`src/rtl/rs485_dir_ctrl.sv`:
```
`timescale 1ns/1ps
module rs485_dir_ctrl #(
  parameter int DLY_W = 4
) (
  input  logic             clk,
  input  logic             rst_n,
  input  logic             bit_tick,
  input  logic             tx_busy,
  input  logic             thr_empty,
  input  logic             auto_en,
  input  logic             sw_dir,
  input  logic             pol_inv,
  input  logic             enh_en,
  input  logic             wr_en,
  input  logic [DLY_W-1:0] wr_delay,
  output logic             dir_out
);

  logic [DLY_W-1:0] hold_q;
  logic [DLY_W-1:0] cnt_q;
  logic             xmit_q;

  wire pending  = tx_busy | ~thr_empty;
  wire hold_end = (cnt_q == hold_q);

  always_ff @(posedge clk or negedge rst_n) begin
    if (!rst_n)              hold_q <= '0;
    else if (wr_en && enh_en) hold_q <= wr_delay;
  end

  always_ff @(posedge clk or negedge rst_n) begin
    if (!rst_n) begin
      xmit_q <= 1'b0;
      cnt_q  <= '0;
    end else if (!auto_en || pending) begin
      xmit_q <= auto_en;
      cnt_q  <= '0;
    end else if (xmit_q && bit_tick) begin
      xmit_q <= ~hold_end;
      cnt_q  <= hold_end ? '0 : cnt_q + 1'b1;
    end
  end

  assign dir_out = (auto_en ? xmit_q : sw_dir) ^ pol_inv;

endmodule

```
`config.mk`:
```
export PLATFORM = sky130hd
export DESIGN_NAME = rs485_dir_ctrl
export DESIGN_NICKNAME = d
export VERILOG_FILES = /design/src/rtl/rs485_dir_ctrl.sv
export SDC_FILE = /design/constraint.sdc
export NUM_CORES = 1
export LEC_CHECK = 0
export BUFFER_PORTS_ARGS = -buffer_cell sky130_fd_sc_hd__buf_2
export CAP_MARGIN = 20
export CORE_AREA = 2 2 39 41
export CTS_BUF_LIST = sky130_fd_sc_hd__clkbuf_4 sky130_fd_sc_hd__clkbuf_8 sky130_fd_sc_hd__clkbuf_16
export DETAILED_ROUTE_END_ITERATION = 10
export DIE_AREA = 0 0 41 43
export GPL_TIMING_DRIVEN = 0
export PLACE_DENSITY = 0.62
export SLEW_MARGIN = 25
export SYNTH_ARGS = -nofsm -noshare
export SYNTH_HDL_FRONTEND = slang
export SYNTH_SLANG_ARGS = --single-unit
```
`constraint.sdc`:
```
create_clock -name clk -period 1.5 [get_ports clk]
set_clock_uncertainty 0.1 [all_clocks]
set_input_delay 0.375 -clock clk [delete_from_list [all_inputs] [get_ports clk]]
set_output_delay 0.375 -clock clk [all_outputs]
set_load 0.01 [all_outputs]
```
; ---- Word-level counts from Yosys, hierarchy flattened
; Cells that the tools add are included.
[totals]
register_bits = 9
in_bits = 14
[op_classes]
addsub = 1
n_eq_ne = 1
muxes = 6
bitwise = 4
reduce_logical = 5
[ops]
columns = cell, n
row1 = $mux 4, 3
row2 = $add 4x1->4 const B, 1
row3 = $eq 4x4->1, 1
row4 = $mux 1, 3
row5 = $logic_and 1x1->1, 2
row6 = $not 1->1, 2
row7 = $reduce_bool 2->1, 1
row8 = $logic_not 1->1, 1
row9 = $logic_or 1x1->1, 1
row10 = $or 1x1->1, 1
row11 = $xor 1x1->1, 1

; ---- Logic depth before layout (Yosys ltp)
; Gate-level depths: netlist of run 1.
[depth]
ltp_word = 4
depth_mapped = 4

; ---- Least setup slack after synthesis of run 1
; No wires, ideal clock.
[synth_path]
path_type = register to register
startpoint = reg cnt_q[2]
endpoint = reg cnt_q[3]
setup_time_ns = 0.082
arrival_ns = 1.297
required_time_ns = 1.318
path_slack_ns = 0.021
stages_incl_launch_ff = 5
path_buffers = 0
cell_sequence = dfrtp_1 -> xnor2_1 -> and4_1 -> or4_1 -> a31oi_1
[synth_via]
elab_chain_cells = 4
word_cells_on_any_way = 5
cone_classes = add/sub: 1 / eq/ne: 1 / mux: 3
[synth_rtl]
columns = element, line
row1 = from (decl), 20  ; logic [DLY_W-1:0] cnt_q;
row2 = from (signal assigned), 40  ; cnt_q <= hold_end ? '0 : cnt_q + 1'b1;
row3 = $add 4x1->4 / $eq 4x4->1 (equally long branches), "40, 24"
row4 = $mux 4 *, 40
row5 = $mux 4 *, 38  ; end else if (xmit_q && bit_tick) begin
row6 = $mux 4 *, 35  ; end else if (!auto_en || pending) begin
; Every way passes the cells marked *; elsewhere a longest branch is shown, timed or not. The select of a mux whose other input is x is not followed.
; A chain may end at the register's enable or synchronous reset.

; ---- Worst setup path after layout of run 1
[layout_path]
startpoint = reg xmit_q
endpoint = out dir_out
[layout_via]
elab_chain_cells = 2
[layout_rtl]
columns = element, line
row1 = from (decl), 21  ; logic xmit_q;
row2 = from (signal assigned), 36  ; xmit_q <= auto_en;
row3 = from (signal assigned), 39  ; xmit_q <= ~hold_end;
row4 = $mux 1, 44  ; assign dir_out = (auto_en ? xmit_q : sw_dir) ^ pol_inv;
row5 = $xor 1x1->1, 44
row6 = to (decl), 16  ; output logic dir_out
; No other way between the ends.

==> impl_metrics.tcl, run 1 <==
set metrics [dict create \
    syn2layout_area_growth_pct 33.5 \
    max_freq_mhz 630 \
    reg2reg_depth 4 \
    use_met1_pct 15.7 \
    dp_slack_ns -0.0453 \
    utilization_pct 45.4 \
    clk_latency_ns 0.26 \
    core_area_sq_mm 0.00138 \
    power_leakage_nw 0.286 \
    globalRouteMet2Util_pct 23.1 \
    total_power_w 0.000552 \
    cts.sinks 9 \
    wire_per_inst_microns 10.4 \
    cts_max_level 1 \
    cts_buffers 3 \
    yosysMostFrequentCell "dfrtp_1" \
    avgSynthCellArea_sq_um 10.5 \
    synthArstFlopShare_pct 100 \
    overflow 0 \
    hold_start "wr_delay[0]" \
    rows 14 \
    hold_viol_final 0 \
    drive_gt1_share_pct 38.2 \
    critPathRequiredTime_ns 1.02 \
    status "finished with violations" \
    vias 404 \
    synth_area_leader_cell "dfrtp_1" \
    synth_area_sq_um 470 \
    fin_crit_sh_pct 106 \
    crit_end "dir_out" \
    fin_nets 84 \
    fp.dieH_microns 43 \
    start_util_pct 34.0 \
    fp.dieArea_sq_mm 0.00176 \
    antenna_found_initial 0 \
    port_buffers 14 \
    crit_type "register to output pin" \
    start_kind "register" \
    synth-main-ff-cell "dfrtp_1" \
    hold_ws_ns 0.238 \
    diodes 0 \
    violations "negative setup slack" \
    rr_startpoint "cnt_q[3]" \
    cts.clk_slew.worst_paths_ns 0.07 \
    hp-class "primary input to register" \
    wl_microns 870 \
    cts_tree "built" \
    drtIter0Drc 1 \
    grt-busiest-layer "met2" \
    crit_start "xmit_q" \
    worst_pin_slew_ns 0.183 \
    fp.dieW_microns 41 \
    io-pin-count 15 \
    synth_top_cells_by_count "dfrtp_1, nand2_1, xnor2_1" \
    placement.cell_area_sq_um 561 \
    synth_edf_count 0 \
    slew_headroom_pct 87.5 \
    reg2reg_to "cnt_q[3]" \
    cp_max_fo 2 \
    postLayoutCellArea_sq_um 628 \
    dp_hpwl_microns 677 \
    grt_pass1_wl_microns 1660 \
    yosysWarnings 0 \
    slew_viol_final 0 \
    cp-end-kind "output pin" \
    rsz0062_at_grt "yes" \
    synth_area_leaders "dfrtp_1, mux2_2, xnor2_1, nand2_1, a21oi_1" \
    drt_pre_antenna_iters 4 \
    drc_errors 0 \
    setup_viol 2 \
    netlist_instances 45 \
    critPathArrivalTime_ns 1.11 \
    synth_cell_types 18 \
    viasPerCell 4.81 \
    peakVddDrop_v 0.000516 \
    syn_nets 60 \
    ys_seq_area_share_pct 47.9 \
    yosysTopAreaCellShare_pct 47.9 \
    power.density_mw_per_mm2 878 \
    maxCapViolCount 0 \
    cts_buffer_depth 2 \
    synth-seq-cells 9 \
    drt.antenna.violating_nets 0 \
    grt_pass1_vias 429 \
    cts_root_buf "clkbuf_4" \
    gp_congestion 0.652 \
    setup_slack_ns -0.0865 \
    fin_crit_ns 1.59 \
    grt_max_degree 10 \
    timing.reg2reg.setup_slack_ns -0.02 \
    grt_use_met3_pct 6.28 \
    track_usage_pct 14.1 \
]
worst max-delay path, stage by stage (launching register included):
cell and delay (ns):
dfrtp_1 0.37, mux2i_1 0.18, xnor2_1 0.15, buf_2 0.15
how the worst min path moves through the flow:
stage / cells past startpoint / slack, ns / endpoint
CTS: 2 / 0.24 / hold_q[1]
detailed placement: 1 / 0.13 / cnt_q[0]
global placement: 1 / 0.14 / cnt_q[0]
global route: 2 / 0.24 / hold_q[1]
floorplan: 0 / -0.02 / cnt_q[0]
finish: 2 / 0.24 / hold_q[0]
where the power goes:
group | total (W) | internal [W] | switching, W
Combinational | 0.0000913 | 0.0000521 | 0.0000392
Clock | 0.000188 | 0.0000984 | 0.0000892
Sequential | 0.000273 | 0.000261 | 0.0000116
cells in the final DEF, fill, tap and decap left out:
cell | synthesis | routed
buf_2 | 0 | 14
clkbuf_4 | 0 | 3
nor3b_1 | 1 | 1
buf_4 | 0 | 4
a21oi_1 | 3 | 3
or4_1 | 1 | 1
a31oi_1 | 1 | 1
inv_1 | 1 | 1
nand3_1 | 2 | 2
xnor2_1 | 5 | 5
clkinv_2 | 0 | 1
nand2_1 | 7 | 7
dlygate4sd3_1 | 0 | 1
ha_1 | 1 | 1
mux2i_1 | 1 | 1
dfrtp_1 | 9 | 9
and4_1 | 1 | 1
o21ai_0 | 2 | 2
or3_1 | 1 | 1
mux2_2 | 4 | 4
a21boi_0 | 1 | 1
nor2b_1 | 2 | 2
nand4_1 | 2 | 2
area by class of cell:
class	instances	area, sq um
Fill cell	141	756
Multi-Input combinational cell	35	241
Sequential cell	9	225
Timing Repair Buffer	19	110
Clock buffer	3	22.5
Tap cell	16	20.0
Clock inverter	1	5.00
Inverter	1	3.75
timing repair:
item                                   4_1_cts  5_1_grt
resized for setup                            0        0
setup buffers                                4        0
pin swaps                                    1        0
setup endpoints to repair                    2        2
endpoints found under the hold margin        9        0
hold buffers                                 1        0
registers in the layout, summed over array words and instances, names as in the netlist:
name	flops
xmit_q	1
hold_q	4
cnt_q	4
cells by family (layout without fill, tap and decap cells):
| logic type | after synthesis | count (layout) | share of synthesized area [%] |
|---|---|---|---|
| simple gates | 17 | 17 | 19.4 |
| buf+inv | 1 | 24 | 0.797 |
| fa+ha+maj | 1 | 1 | 2.66 |
| xor+xnor | 5 | 5 | 9.31 |
| mux | 5 | 5 | 11.7 |
| flops | 9 | 9 | 47.9 |
| compound gates | 7 | 7 | 8.25 |
through the flow:
step,setup TNS (ns),std cells
4_1_cts,-0.142,84
6_report,-0.103,84
2_1_floorplan,0,45
3_3_place_gp,-0.0242,75
3_5_place_dp,-0.0453,75
5_1_grt,-0.277,84
routing by layer:
layer  up-vias  part of all wire (%)
li1        208                     -
met1       191                    46
met2         5                    51
met3         0                   3.2
met4         0                     0
met5         -                     0
No activity file was read; power rests on OpenSTA's default activity.
==> inputs of run 2 (changes only) <==
--- a/config.mk
+++ b/config.mk
@@ -7,12 +7,13 @@
 export LEC_CHECK = 0
 export BUFFER_PORTS_ARGS = -buffer_cell sky130_fd_sc_hd__buf_2
 export CAP_MARGIN = 20
-export CORE_AREA = 2 2 39 41
+export CORE_AREA = 3 3 40 42
 export CTS_BUF_LIST = sky130_fd_sc_hd__clkbuf_4 sky130_fd_sc_hd__clkbuf_8 sky130_fd_sc_hd__clkbuf_16
 export DETAILED_ROUTE_END_ITERATION = 10
-export DIE_AREA = 0 0 41 43
+export DIE_AREA = 0 0 43 45
 export GPL_TIMING_DRIVEN = 0
 export PLACE_DENSITY = 0.62
+export SKIP_LAST_GASP = 1
 export SLEW_MARGIN = 25
 export SYNTH_ARGS = -nofsm -noshare
 export SYNTH_HDL_FRONTEND = slang
==> impl_metrics.tcl, run 2 (synthesized netlist as in run 1, its figures left out) <==
set metrics [dict create \
    status "finished with violations" \
    violations "negative setup slack" \
    power_frac_clock_pct 35.2 \
    cp-end-kind "output pin" \
    drive_gt1_share_pct 42.3 \
    timing.reg2reg.setup_slack_ns 0 \
    setup_viol 1 \
    hold_viol_final 0 \
    fp.dieW_microns 43 \
    dp_hpwl_microns 662 \
    gp_congestion 0.680 \
    hold_start "wr_delay[3]" \
    drt.antenna.violating_nets 0 \
    cts_buffers 3 \
    vias 421 \
    postLayoutCellArea_sq_um 659 \
    fp.dieH_microns 45 \
    setup_slack_ns -0.0449 \
    syn2layout_area_growth_pct 40.2 \
    maxCapViolCount 0 \
    critPathArrivalTime_ns 1.07 \
    critPathRequiredTime_ns 1.02 \
    placement.cell_area_sq_um 559 \
    core_area_sq_mm 0.00128 \
    cts_root_buf "clkbuf_4" \
    crit_type "register to output pin" \
    seqPwrFrac_pct 46.5 \
    start_util_pct 36.6 \
    drtIter0Drc 13 \
    cts_buffer_depth 2 \
    cts_max_level 1 \
    cp.buffers_inverters 1 \
    cts.sinks 9 \
    port_buffers 14 \
    start_kind "register" \
    rr_startpoint "cnt_q[2]" \
    cp_max_fo 2 \
    grt_pass1_vias 447 \
    fill_cells 126 \
    slowest_stage "dfrtp_1" \
    fin_crit_sh_pct 103 \
    cts_tree "built" \
    fin_nets 87 \
    power.density_mw_per_mm2 896 \
    crit_end "dir_out" \
    worst_pin_slew_ns 0.218 \
    slew_headroom_pct 85.4 \
    max_freq_mhz 647 \
    switching_share_pct 24.5 \
    wl_microns 1070 \
    power_leakage_nw 0.307 \
    overflow 0 \
    cp_top_family "flip-flops" \
    grt_pass1_wl_microns 1900 \
    cp_cell_sequence "mux2i_1 -> xnor2_1 -> buf_2" \
    clk_latency_ns 0.26 \
    drt_pre_antenna_iters 3 \
    crit_path_max_incr_delay_ns 0.37 \
    reg2reg_to "cnt_q[3]" \
    layout_commonest_cell "buf_2" \
    cts.clk_slew.worst_paths_ns 0.06 \
    wire_per_inst_microns 12.4 \
    hp-class "primary input to register" \
    viasPerCell 4.90 \
    fp.dieArea_sq_mm 0.00194 \
    io-pin-count 15 \
    seqCellArea_sq_um 225 \
    track_usage_pct 13.7 \
    crit_start "xmit_q" \
    worstHoldPathCells 2 \
    fin_crit_ns 1.54 \
    diodes 0 \
    utilization_pct 51.3 \
    slew_viol_final 0 \
    power.internal_w 0.000446 \
    rsz0062_at_grt "yes" \
    peakVddDrop_v 0.000470 \
    worstSetupPathDepth 3 \
    reg2reg_depth 4 \
    multi_input_area_sq_um 249 \
    antenna_found_initial 0 \
    power.switching_w 0.000145 \
    drc_errors 0 \
    rows 13 \
    grt_max_degree 10 \
    comb_power_share_pct 18.3 \
    reg.largest.list "cnt_q x4, hold_q x4, xmit_q x1" \
    final_cell_mix "buf_2, dfrtp_1, nand2_1, buf_4" \
]
==> run 2: power groups by stage <==
stage	clock [W]	sequential, W	combinational [W]
final	0.000208	0.000275	0.000108
after global placement	0	0.000278	0.0000832
after global routing	0.000233	0.000277	0.000120
after detailed placement	0	0.000279	0.0000843
after CTS	0.000216	0.000275	0.000105
after floorplan	0	0.000276	0.0000530
==> run 2: repair_timing <==
item                                    4_1_cts  5_1_grt
resized for setup                             1        1
pin swaps                                     5        2
endpoints found under the hold margin         9        0
endpoints found under the setup margin        2        4
hold buffers                                  1        0
buffers inserted                              6        1
==> run 2: worst min-delay path by stage <==
stage / endpoint / slack (ns)
finish: hold_q[3] / 0.24
global route: hold_q[3] / 0.24
floorplan: cnt_q[0] / -0.02
CTS: hold_q[3] / 0.23
global placement: cnt_q[2] / 0.14
detailed placement: cnt_q[2] / 0.14
==> run 2: through the flow <==
| step | std cells | hold WS, ns | setup WS [ns] | TNS (ns) | total power (W) |
|---|---|---|---|---|---|
| after floorplan | 45 | -0.0206 | 0.0215 | 0 | 0.000329 |
| after global placement | 74 | 0.140 | -0.0506 | -0.0506 | 0.000362 |
| after detailed placement | 74 | 0.138 | -0.0650 | -0.0650 | 0.000364 |
| after CTS | 85 | 0.228 | -0.0587 | -0.0648 | 0.000596 |
| after global routing | 86 | 0.236 | -0.112 | -0.219 | 0.000629 |
| final | 86 | 0.236 | -0.0449 | -0.0449 | 0.000591 |
==> run 2: cell type report <==
type                       instances  area share (%)
multi-input combinational         35            37.8
sequential                         9            34.2
timing repair buffer              22            20.1
clock buffer                       4            4.55
tap                               15            2.85
inverter                           1           0.569
==> run 2: metal layers <==
layer | track usage (%) | part of all wire, %
met2 | 23.1 | 51
met1 | 14.5 | 43
met3 | 7.17 | 4.7
met5 | 0 | 0
met4 | 5.42 | 0.94
